<file path="src/rtl/daw_pkg.sv">
package daw_pkg;
  typedef enum logic [1:0] {
    CLS_PLAIN = 2'b00,
    CLS_ZERO  = 2'b01,
    CLS_INVAL = 2'b10,
    CLS_OTHER = 2'b11
  } acc_cls_e;

  function automatic logic cls_is_store(acc_cls_e cls, logic wr);
    case (cls)
      CLS_PLAIN: return wr;
      CLS_ZERO,
      CLS_INVAL: return 1'b1;
      default:   return 1'b0;
    endcase
  endfunction
endpackage

</file>
<file path="src/rtl/daw_kind_dec.sv">
module daw_kind_dec
  import daw_pkg::*;
#(
  parameter int NUM_SUB = 2
) (
  input  logic [NUM_SUB-1:0]   valid_i,
  input  logic [NUM_SUB-1:0]   write_i,
  input  logic [2*NUM_SUB-1:0] cls_i,
  output logic [NUM_SUB-1:0]   rd_v_o,
  output logic [NUM_SUB-1:0]   wr_v_o
);
  for (genvar s = 0; s < NUM_SUB; s++) begin : g_lane
    logic st;
    assign st        = cls_is_store(acc_cls_e'(cls_i[2*s +: 2]), write_i[s]);
    assign wr_v_o[s] = valid_i[s] & st;
    assign rd_v_o[s] = valid_i[s] & ~st;
  end
endmodule

</file>
<file path="src/rtl/daw_cmp_match.sv">
module daw_cmp_match #(
  parameter int ADDR_W   = 32,
  parameter int NUM_CMP  = 2,
  parameter int NUM_SUB  = 2,
  parameter int GRAN_LSB = 2,
  localparam int HIT_W   = 2*NUM_CMP
) (
  input  logic [NUM_SUB*ADDR_W-1:0] acc_addr_i,
  input  logic [NUM_SUB-1:0]        rd_v_i,
  input  logic [NUM_SUB-1:0]        wr_v_i,
  input  logic [NUM_CMP*ADDR_W-1:0] cmp_addr_i,
  input  logic [NUM_CMP-1:0]        cmp_rd_en_i,
  input  logic [NUM_CMP-1:0]        cmp_wr_en_i,
  input  logic                      pair_i,
  input  logic                      trace_mode_i,
  output logic [HIT_W-1:0]          hit_o
);
  localparam int SEL_W = NUM_SUB*NUM_CMP;

  logic [ADDR_W-1:0] tag_a [NUM_SUB];
  logic [ADDR_W-1:0] tag_w [NUM_CMP];
  logic [SEL_W-1:0]  sel;
  logic [NUM_SUB-1:0] in_rng;
  logic pair_act;

  for (genvar s = 0; s < NUM_SUB; s++) begin : g_ta
    assign tag_a[s] = acc_addr_i[s*ADDR_W +: ADDR_W] >> GRAN_LSB;
  end
  for (genvar c = 0; c < NUM_CMP; c++) begin : g_tw
    assign tag_w[c] = cmp_addr_i[c*ADDR_W +: ADDR_W] >> GRAN_LSB;
  end

  // range pairing exists only with two or more comparators; ignored in trace mode
  if (NUM_CMP >= 2) begin : g_pair
    assign pair_act = pair_i & ~trace_mode_i;
    for (genvar s = 0; s < NUM_SUB; s++) begin : g_rng
      assign in_rng[s] = (tag_a[s] >= tag_w[0]) && (tag_a[s] < tag_w[1]);
    end
  end else begin : g_nopair
    assign pair_act = 1'b0;
    assign in_rng   = '0;
  end

  for (genvar s = 0; s < NUM_SUB; s++) begin : g_s
    for (genvar c = 0; c < NUM_CMP; c++) begin : g_c
      logic eq;
      assign eq = (tag_a[s] == tag_w[c]);
      if (c == 0) begin : g_c0
        assign sel[s*NUM_CMP+c] = pair_act ? in_rng[s] : eq;
      end else if (c == 1) begin : g_c1
        assign sel[s*NUM_CMP+c] = ~pair_act & eq;
      end else begin : g_cn
        assign sel[s*NUM_CMP+c] = eq;
      end
    end
  end

  always_comb begin
    hit_o = '0;
    for (int c = 0; c < NUM_CMP; c++) begin
      for (int s = 0; s < NUM_SUB; s++) begin
        hit_o[2*c]   = hit_o[2*c]   | (rd_v_i[s] & sel[s*NUM_CMP+c] & cmp_rd_en_i[c]);
        hit_o[2*c+1] = hit_o[2*c+1] | (wr_v_i[s] & sel[s*NUM_CMP+c] & cmp_wr_en_i[c]);
      end
    end
  end
endmodule

</file>
<file path="src/rtl/daw_status.sv">
module daw_status #(
  parameter int NUM_CMP = 2,
  localparam int HIT_W  = 2*NUM_CMP,
  localparam int STAT_W = HIT_W+1
) (
  input  logic              clk_i,
  input  logic              rst_ni,
  input  logic [HIT_W-1:0]  hit_i,
  input  logic [HIT_W-1:0]  en_mask_i,
  input  logic              int_mode_i,
  input  logic              ext_mode_i,
  input  logic              trace_mode_i,
  input  logic              dbg_en_i,
  input  logic              clr_valid_i,
  input  logic [STAT_W-1:0] clr_mask_i,
  output logic [STAT_W-1:0] status_o,
  output logic              irq_o,
  output logic              trace_evt_o
);
  localparam int IMP = HIT_W;

  logic [STAT_W-1:0] stat_q, stat_d, set_vec, clr_vec;
  logic any_hit, record, trace_q;

  always_comb begin
    any_hit      = |hit_i;
    record       = trace_mode_i | int_mode_i | ext_mode_i;
    set_vec      = '0;
    set_vec[HIT_W-1:0] = record ? hit_i : '0;
    // masked internal-only event: deferred and flagged imprecise
    set_vec[IMP] = any_hit & ~trace_mode_i & int_mode_i & ~ext_mode_i & ~dbg_en_i;
    clr_vec      = clr_valid_i ? clr_mask_i : '0;
    stat_d       = (stat_q & ~clr_vec) | set_vec;
  end

  always_ff @(posedge clk_i or negedge rst_ni) begin
    if (!rst_ni) begin
      stat_q  <= '0;
      trace_q <= 1'b0;
    end else begin
      stat_q  <= stat_d;
      trace_q <= any_hit & trace_mode_i;
    end
  end

  assign status_o    = stat_q;
  assign trace_evt_o = trace_q;
  assign irq_o       = dbg_en_i & int_mode_i & ~trace_mode_i &
                       (|(stat_q[HIT_W-1:0] & en_mask_i));

  p_set_wins_r9: assert property (@(posedge clk_i) disable iff (!rst_ni)
    (|hit_i && record) |=> ((stat_q[HIT_W-1:0] & $past(hit_i)) == $past(hit_i)));

  p_w1c_r9: assert property (@(posedge clk_i) disable iff (!rst_ni)
    (clr_valid_i && ((clr_mask_i & set_vec) == '0)) |=> ((stat_q & $past(clr_mask_i)) == '0));

  p_imp_hold_r3: assert property (@(posedge clk_i) disable iff (!rst_ni)
    (stat_q[IMP] && !(clr_valid_i && clr_mask_i[IMP])) |=> stat_q[IMP]);

  p_trace_src_r5: assert property (@(posedge clk_i) disable iff (!rst_ni)
    trace_q |-> $past(trace_mode_i));

  p_irq_gate_r2: assert property (@(posedge clk_i) disable iff (!rst_ni)
    irq_o |-> (|stat_q[HIT_W-1:0]));
endmodule

</file>
<file path="src/rtl/daw_unit.sv">
module daw_unit
  import daw_pkg::*;
#(
  parameter int ADDR_W   = 32,
  parameter int NUM_CMP  = 2,
  parameter int NUM_SUB  = 2,
  parameter int GRAN_LSB = 2,
  localparam int HIT_W   = 2*NUM_CMP,
  localparam int STAT_W  = HIT_W+1
) (
  input  logic                      clk_i,
  input  logic                      rst_ni,
  input  logic [NUM_SUB-1:0]        acc_valid_i,
  input  logic [NUM_SUB-1:0]        acc_write_i,
  input  logic [2*NUM_SUB-1:0]      acc_cls_i,
  input  logic [NUM_SUB*ADDR_W-1:0] acc_addr_i,
  input  logic [NUM_CMP*ADDR_W-1:0] cmp_addr_i,
  input  logic [NUM_CMP-1:0]        cmp_rd_en_i,
  input  logic [NUM_CMP-1:0]        cmp_wr_en_i,
  input  logic                      pair_i,
  input  logic                      int_mode_i,
  input  logic                      ext_mode_i,
  input  logic                      trace_mode_i,
  input  logic                      dbg_en_i,
  input  logic                      clr_valid_i,
  input  logic [STAT_W-1:0]         clr_mask_i,
  output logic [STAT_W-1:0]         status_o,
  output logic                      irq_o,
  output logic                      trace_evt_o
);
  logic [NUM_SUB-1:0] rd_v, wr_v;
  logic [HIT_W-1:0]   hit, en_mask;

  for (genvar c = 0; c < NUM_CMP; c++) begin : g_en
    assign en_mask[2*c]   = cmp_rd_en_i[c];
    assign en_mask[2*c+1] = cmp_wr_en_i[c];
  end

  daw_kind_dec #(.NUM_SUB(NUM_SUB)) u_kind (
    .valid_i (acc_valid_i),
    .write_i (acc_write_i),
    .cls_i   (acc_cls_i),
    .rd_v_o  (rd_v),
    .wr_v_o  (wr_v)
  );

  daw_cmp_match #(
    .ADDR_W(ADDR_W), .NUM_CMP(NUM_CMP), .NUM_SUB(NUM_SUB), .GRAN_LSB(GRAN_LSB)
  ) u_match (
    .acc_addr_i   (acc_addr_i),
    .rd_v_i       (rd_v),
    .wr_v_i       (wr_v),
    .cmp_addr_i   (cmp_addr_i),
    .cmp_rd_en_i  (cmp_rd_en_i),
    .cmp_wr_en_i  (cmp_wr_en_i),
    .pair_i       (pair_i),
    .trace_mode_i (trace_mode_i),
    .hit_o        (hit)
  );

  daw_status #(.NUM_CMP(NUM_CMP)) u_stat (
    .clk_i        (clk_i),
    .rst_ni       (rst_ni),
    .hit_i        (hit),
    .en_mask_i    (en_mask),
    .int_mode_i   (int_mode_i),
    .ext_mode_i   (ext_mode_i),
    .trace_mode_i (trace_mode_i),
    .dbg_en_i     (dbg_en_i),
    .clr_valid_i  (clr_valid_i),
    .clr_mask_i   (clr_mask_i),
    .status_o     (status_o),
    .irq_o        (irq_o),
    .trace_evt_o  (trace_evt_o)
  );

  p_blk_store_r8: assert property (@(posedge clk_i) disable iff (!rst_ni)
    (acc_valid_i[0] && (acc_cls_i[1:0] == CLS_ZERO || acc_cls_i[1:0] == CLS_INVAL))
      |-> (wr_v[0] && !rd_v[0]));

  p_valid_kind_r7: assert property (@(posedge clk_i) disable iff (!rst_ni)
    $countones(rd_v | wr_v) <= $countones(acc_valid_i));

  if (NUM_CMP >= 2) begin : g_pair_chk
    p_pair_quiet_r6: assert property (@(posedge clk_i) disable iff (!rst_ni)
      (pair_i && !trace_mode_i) |-> (hit[3:2] == 2'b00));
  end
endmodule

</file>
<file path="config.mk">
export PLATFORM = sky130hd
export DESIGN_NAME = daw_unit
export DESIGN_NICKNAME = d
export VERILOG_FILES = /design/src/rtl/daw_pkg.sv /design/src/rtl/daw_kind_dec.sv /design/src/rtl/daw_cmp_match.sv /design/src/rtl/daw_status.sv /design/src/rtl/daw_unit.sv
export SDC_FILE = /design/constraint.sdc
export NUM_CORES = 1
export LEC_CHECK = 0
export ABC_AREA = 1
export BUFFER_PORTS_ARGS = -buffer_cell sky130_fd_sc_hd__buf_2
export CAP_MARGIN = 20
export CORE_ASPECT_RATIO = 1.1
export CORE_UTILIZATION = 47
export CTS_CLUSTER_DIAMETER = 60
export DETAILED_ROUTE_END_ITERATION = 6
export PLACE_DENSITY = 0.78
export SYNTH_ARGS = -nofsm -noshare
export SYNTH_HDL_FRONTEND = slang
export SYNTH_SLANG_ARGS = --single-unit
</file>
<file path="constraint.sdc">
create_clock -name clk_i -period 1.25 [get_ports clk_i]
set_input_delay 0.25 -clock clk_i [delete_from_list [all_inputs] [get_ports clk_i]]
set_output_delay 0.25 -clock clk_i [all_outputs]
set_load 0.02 [all_outputs]
</file>
# Yosys cells after proc, flatten, opt, wreduce, memory -nomap -nowiden
# Index checks and enable logic that the tools add are counted.
# op_classes
mux,6
n_eq_ne,8
magnitude_cmp,4
n_bitwise,47
reduce_logical,8
# op_table
op,n
equality test 30 bit,4
>= comparator 30 bit,2
less-than comparator 30 bit,2
bitwise AND 1 bit,31
OR reduction 4 bit,2
inverter 1 bit,6
bitwise OR 1 bit,6
bitwise AND 5 bit,1
two-way mux 5 bit,1
inverter 5 bit,1
bitwise OR 5 bit,1
bitwise AND 4 bit,1
"equality test 2 x 1 -> 1 bit, second input constant",2
"equality test 2 bit, second input constant",2
logical NOT 2 bit,2
two-way mux 4 bit,1
one-hot mux 1 bit (2 select lines),2
OR reduction 2 bit,2
logical AND 1 bit,2
two-way mux 1 bit,2
# word_totals
input_bits,153
output_inout_bits,7
regBits,6
wordCells,75

# Logic depth before layout (Yosys ltp)
# depth
word_depth,14
mapped_depth,19

# Cells and area by module
# Synthesis repeated with hierarchy kept, for this count alone.
# hier_totals
cells_unflattened,594
hier_area_um2,3672.3
# by_module_without_submodules
module,cells_each,area_each_um2,instances
daw_cmp_match,523,3228.1,1
daw_status,47,306.5,1
daw_kind_dec,24,137.6,1

# Least setup slack after synthesis
# Ideal clock, no wire load.
# synth_timing
path_kind,input to register
from,input cmp_addr_i[63]
to,"register u_stat.trace_q, in the netlist u_stat.trace_evt_o"
t_arrival_ns,1.536
stages,14
setup_slack_ns,-0.405
n_path_buf,0
cell_sequence,inv_1 -> ha_1 -> nand2_1 -> nor2_2 -> nand3_2 -> nor3_2 -> nand2_1 -> nand2_1 -> nand2_1 -> nand3_1 -> nand2_1 -> nand2_2 -> nand3_2 -> and2_1
# synth_between
elab_chain_len,8
word_cells_on_any_way,32
cone_classes,2 x order compare; 2 x eq/ne; 2 x mux; 23 x bitwise; 3 x reduce/logical
# synth_lines
item,line_no,text
start: declaration,daw_unit.sv:17,"input logic [NUM_CMP*ADDR_W-1:0] cmp_addr_i,"
less-than comparator 30 bit,daw_cmp_match.sv:37,assign in_rng[s] = (tag_a[s] >= tag_w[0]) && (tag_a[s] < tag_w[1]);
logical AND 1 bit,daw_cmp_match.sv:37,
two-way mux 1 bit,daw_cmp_match.sv:49,assign sel[s*NUM_CMP+c] = pair_act ? in_rng[s] : eq;
"bitwise AND 1 bit, on equally long branches (2 in series)","daw_cmp_match.sv:62, daw_cmp_match.sv:63",
"bitwise OR 1 bit, on equally long branches","daw_cmp_match.sv:62, daw_cmp_match.sv:63",
OR reduction 4 bit (*),daw_status.sv:26,any_hit = |hit_i;
bitwise AND 1 bit (*),daw_status.sv:42,trace_q <= any_hit & trace_mode_i;
end signal: assignment,daw_status.sv:42,
end: declaration,daw_status.sv:23,"logic any_hit, record, trace_q;"
# Mark *: on every way between the ends. The rest lies on a longest branch, timed or not.

# Final worst setup path
# layout_timing
from,input cmp_addr_i[11]
to,"register u_stat.trace_q, in the netlist u_stat.trace_evt_o"
# layout_between
elab_chain_len,8
word_cells_on_any_way,20
cone_classes,2 x order compare; 2 x eq/ne; 2 x mux; 11 x bitwise; 3 x reduce/logical
# layout_lines
item,line_no
>= comparator 30 bit,daw_cmp_match.sv:37
logical AND 1 bit,daw_cmp_match.sv:37
two-way mux 1 bit,daw_cmp_match.sv:49
"bitwise AND 1 bit, on equally long branches (2 in series)","daw_cmp_match.sv:62, daw_cmp_match.sv:63"
"bitwise OR 1 bit, on equally long branches","daw_cmp_match.sv:62, daw_cmp_match.sv:63"
OR reduction 4 bit (*),daw_status.sv:26
bitwise AND 1 bit (*),daw_status.sv:42
# Marks and branches as above.

==> qor.csv <==
metric,value,unit
"CP delay by family, top",simple AND/OR/NAND/NOR gates,
wire per inst,15.69,um
Post-Syn Area,3588,um2
detailed router's first-iteration violation count,105,
"Warnings, synthesis",0,
leading cell types by count after synthesis,"nand2_1 (165), ha_1 (124), inv_1 (114), a21oi_1 (47), nor2_1 (23)",
minimum clock period,1778,ps
"Cell Chain, Critical Path",buf_2 -> inv_4 -> ha_4 -> a21oi_2 -> nand2_2 -> a21oi_2 -> nand2_2 -> nand2_1 -> nand2_1 -> nand2_1 -> nand2_1 -> nand3_1 -> nand2_2 -> nand2_2 -> nand3_2 -> and2_4,
asr flop ratio synth,100.0,%
TritonCTS sink count,6,
Die Y,93.65,um
CP max-delay cell,ha_4,
synthesized area per cell,6.408,um2
max-cap violations,0,
Max-slew headroom,82.33,%
worst-margin pin slew,265.1,ps
worst r2r src,u_stat.status_o[1],
Final Instance Count excl. Fillers,830,
"count leader, synth",nand2_1,
worst path required time,1380,ps
Die X,85.31,um
top post-synthesis cells by area,"ha_1 (43%), nand2_1 (17%), inv_1 (12%)",
Mapped Nets,837,
post-placement setup slack,-732.8,ps
Setup crit start,cmp_addr_i[11],
Max VDD drop,0.3702,mV
initial antenna violation count,0,
CP Max Fanout,2,
H-tree level count,1,
final setup vio count,7,
vias per std cell,5.428,
R2R Setup Slk,470,ps
worst hold path class,in2reg,
post-route cell area,5913,um2
CTS tree,yes,
largest net degree at the start of global routing,7,
total CTS buffers,3,
dpl cells,821,
R2R cell count,3,
fmax,562.3,MHz
drt pass-1 iters,4,
post-synthesis register bit count,6,
Routed Antenna Nets,0,
post-synthesis sequential area ratio,4.184,%
fraction of layout cells with a size suffix above 1,50.47,%
number of global-route vias before repair,4309,
RSZ-0062 raised after global routing,yes,
clock latency on the worst-skew pair,240,ps
global-route wire length before repair,17430,um
Overflow after GRT,0,
Setup CP Type,in2reg,
pwr dens,427.9,nW/um2
post-synth cell types,29,
detailed placer's ending HPWL,9228,um
Final Hold Slack,280.2,ps
post-place instance area,4847,um2
"area leader, netlist",ha_1,
clk slew on worst S/H paths,40,ps
predominant post-synthesis flop cell,dfrtp_1,
Row Count,33,
Synth top area share,43.24,%
"EDFF count, synth",0,
Core Region,7432,um2
die area,7989,um2
GRT Util Overall,26.67,%
P_leak,3.135,nW
Residual DRC,0,
Antenna Cells,0,
Post-Route WL,13020,um
Root Buffer,clkbuf_8,
Tcrit/Tclk final,142.3,%
worst clock skew,0,ps
Slew Limit Fails,0,
vias,4505,
Startpoint Class,input port,
"slowest stage delay, CP",210,ps
Total Nets Final,1021,
Cells after Synth,560,
final setup margin,-528.4,ps
Final Hold Vio Count,0,
starting density of the core,48.28,%
Crit path depth,16,
Ports,160,
failing checks,setup timing,
RePlAce Congestion,0.9163,
clk buf depth,2,
Layout area overhead,64.78,%
crit path capture,u_stat.trace_evt_o,
Worst setup EP type,register,
Critical Path AT,1910,ps
status,"complete, but fails checks",
FF-to-FF End,u_stat.status_o[1],
IO buf count,151,
CP bufs+invs,2,
==> cells in the final DEF (no fill, tap or decap), types with 13 or more instances in the layout <==
cell / n
buf_6: 13
buf_4: 31
inv_1: 69
nand2_1: 134
inv_2: 35
a21oi_1: 37
nand3_1: 15
ha_4: 61
buf_2: 132
ha_1: 63
nand2_2: 28
==> report_power, final <==
group	total (mW)	switching [mW]	internal [mW]
logic	1.99	1.06	0.927
clock network	0.335	0.113	0.222
registers	0.207	0.00380	0.203
==> timing repair <==
item	in CTS	in global routing
hold buffers	1	0
endpoints found under the setup margin	7	7
resized for setup	51	137
hold endpoints to repair	6	0
cloned	0	0
pin swaps	28	74
setup buffers	3	1
==> sequential cells by signal, summed over array words and instances (netlist names) <==
register and cells:
u_stat.trace_evt_o 1, u_stat.status_o 5
==> layer usage <==
layer	track usage [%]	part of all wire, %	wire [um]
met1	29.07	37	4807
met2	55.78	55	7115
met3	1.942	4.6	605
met4	4.444	3.8	495
met5	0	0	0
==> tightest hold or removal path, delay by kind of cell <==
family / cells / cell delay (ps)
buffers and inverters: 1 / 80
and+or+nand+nor: 3 / 160
==> cell type report <==
cell class	instances	area, um2
inverter	115	466.7
timing repair buffer	179	1080
clock buffer	4	45.04
fill	485	1519
tap	87	108.9
sequential	6	152.6
multi-input combinational	439	4060
==> metrics by stage <==
step	power, mW	setup TNS [ps]	utilization [%]
after floorplan	1.049	-1529	-
after global placement	1.574	-3775	65.22
after detailed placement	1.644	-4056	65.22
after CTS	2.090	-2566	69.76
after global routing	2.756	-3504	79.56
final	2.530	-2971	79.56
==> logic make-up (layout without fill, tap and decap cells) <==
family                     Yosys count  in the layout  share of synthesized area (%)
and+or+nand+nor                    242            242                          29.18
AOI/OAI and AO/OA                   73             73                          11.37
DFF                                  6              6                          4.184
adders and majority gates          124            124                          43.24
buffers and inverters              115            298                          12.03
==> how the worst min path moves through the flow <==
stage	startpoint	end	slack, ps	cells after the start
floorplan	rst_ni	u_stat.status_o[0]	-50	0
global placement	rst_ni	u_stat.status_o[3]	80	1
detailed placement	rst_ni	u_stat.status_o[3]	80	1
CTS	clr_mask_i[2]	u_stat.status_o[2]	280	4
global route	clr_mask_i[1]	u_stat.status_o[1]	290	4
finish	clr_mask_i[4]	u_stat.status_o[4]	280	4
Note: power is estimated with default switching activity, not from simulation.
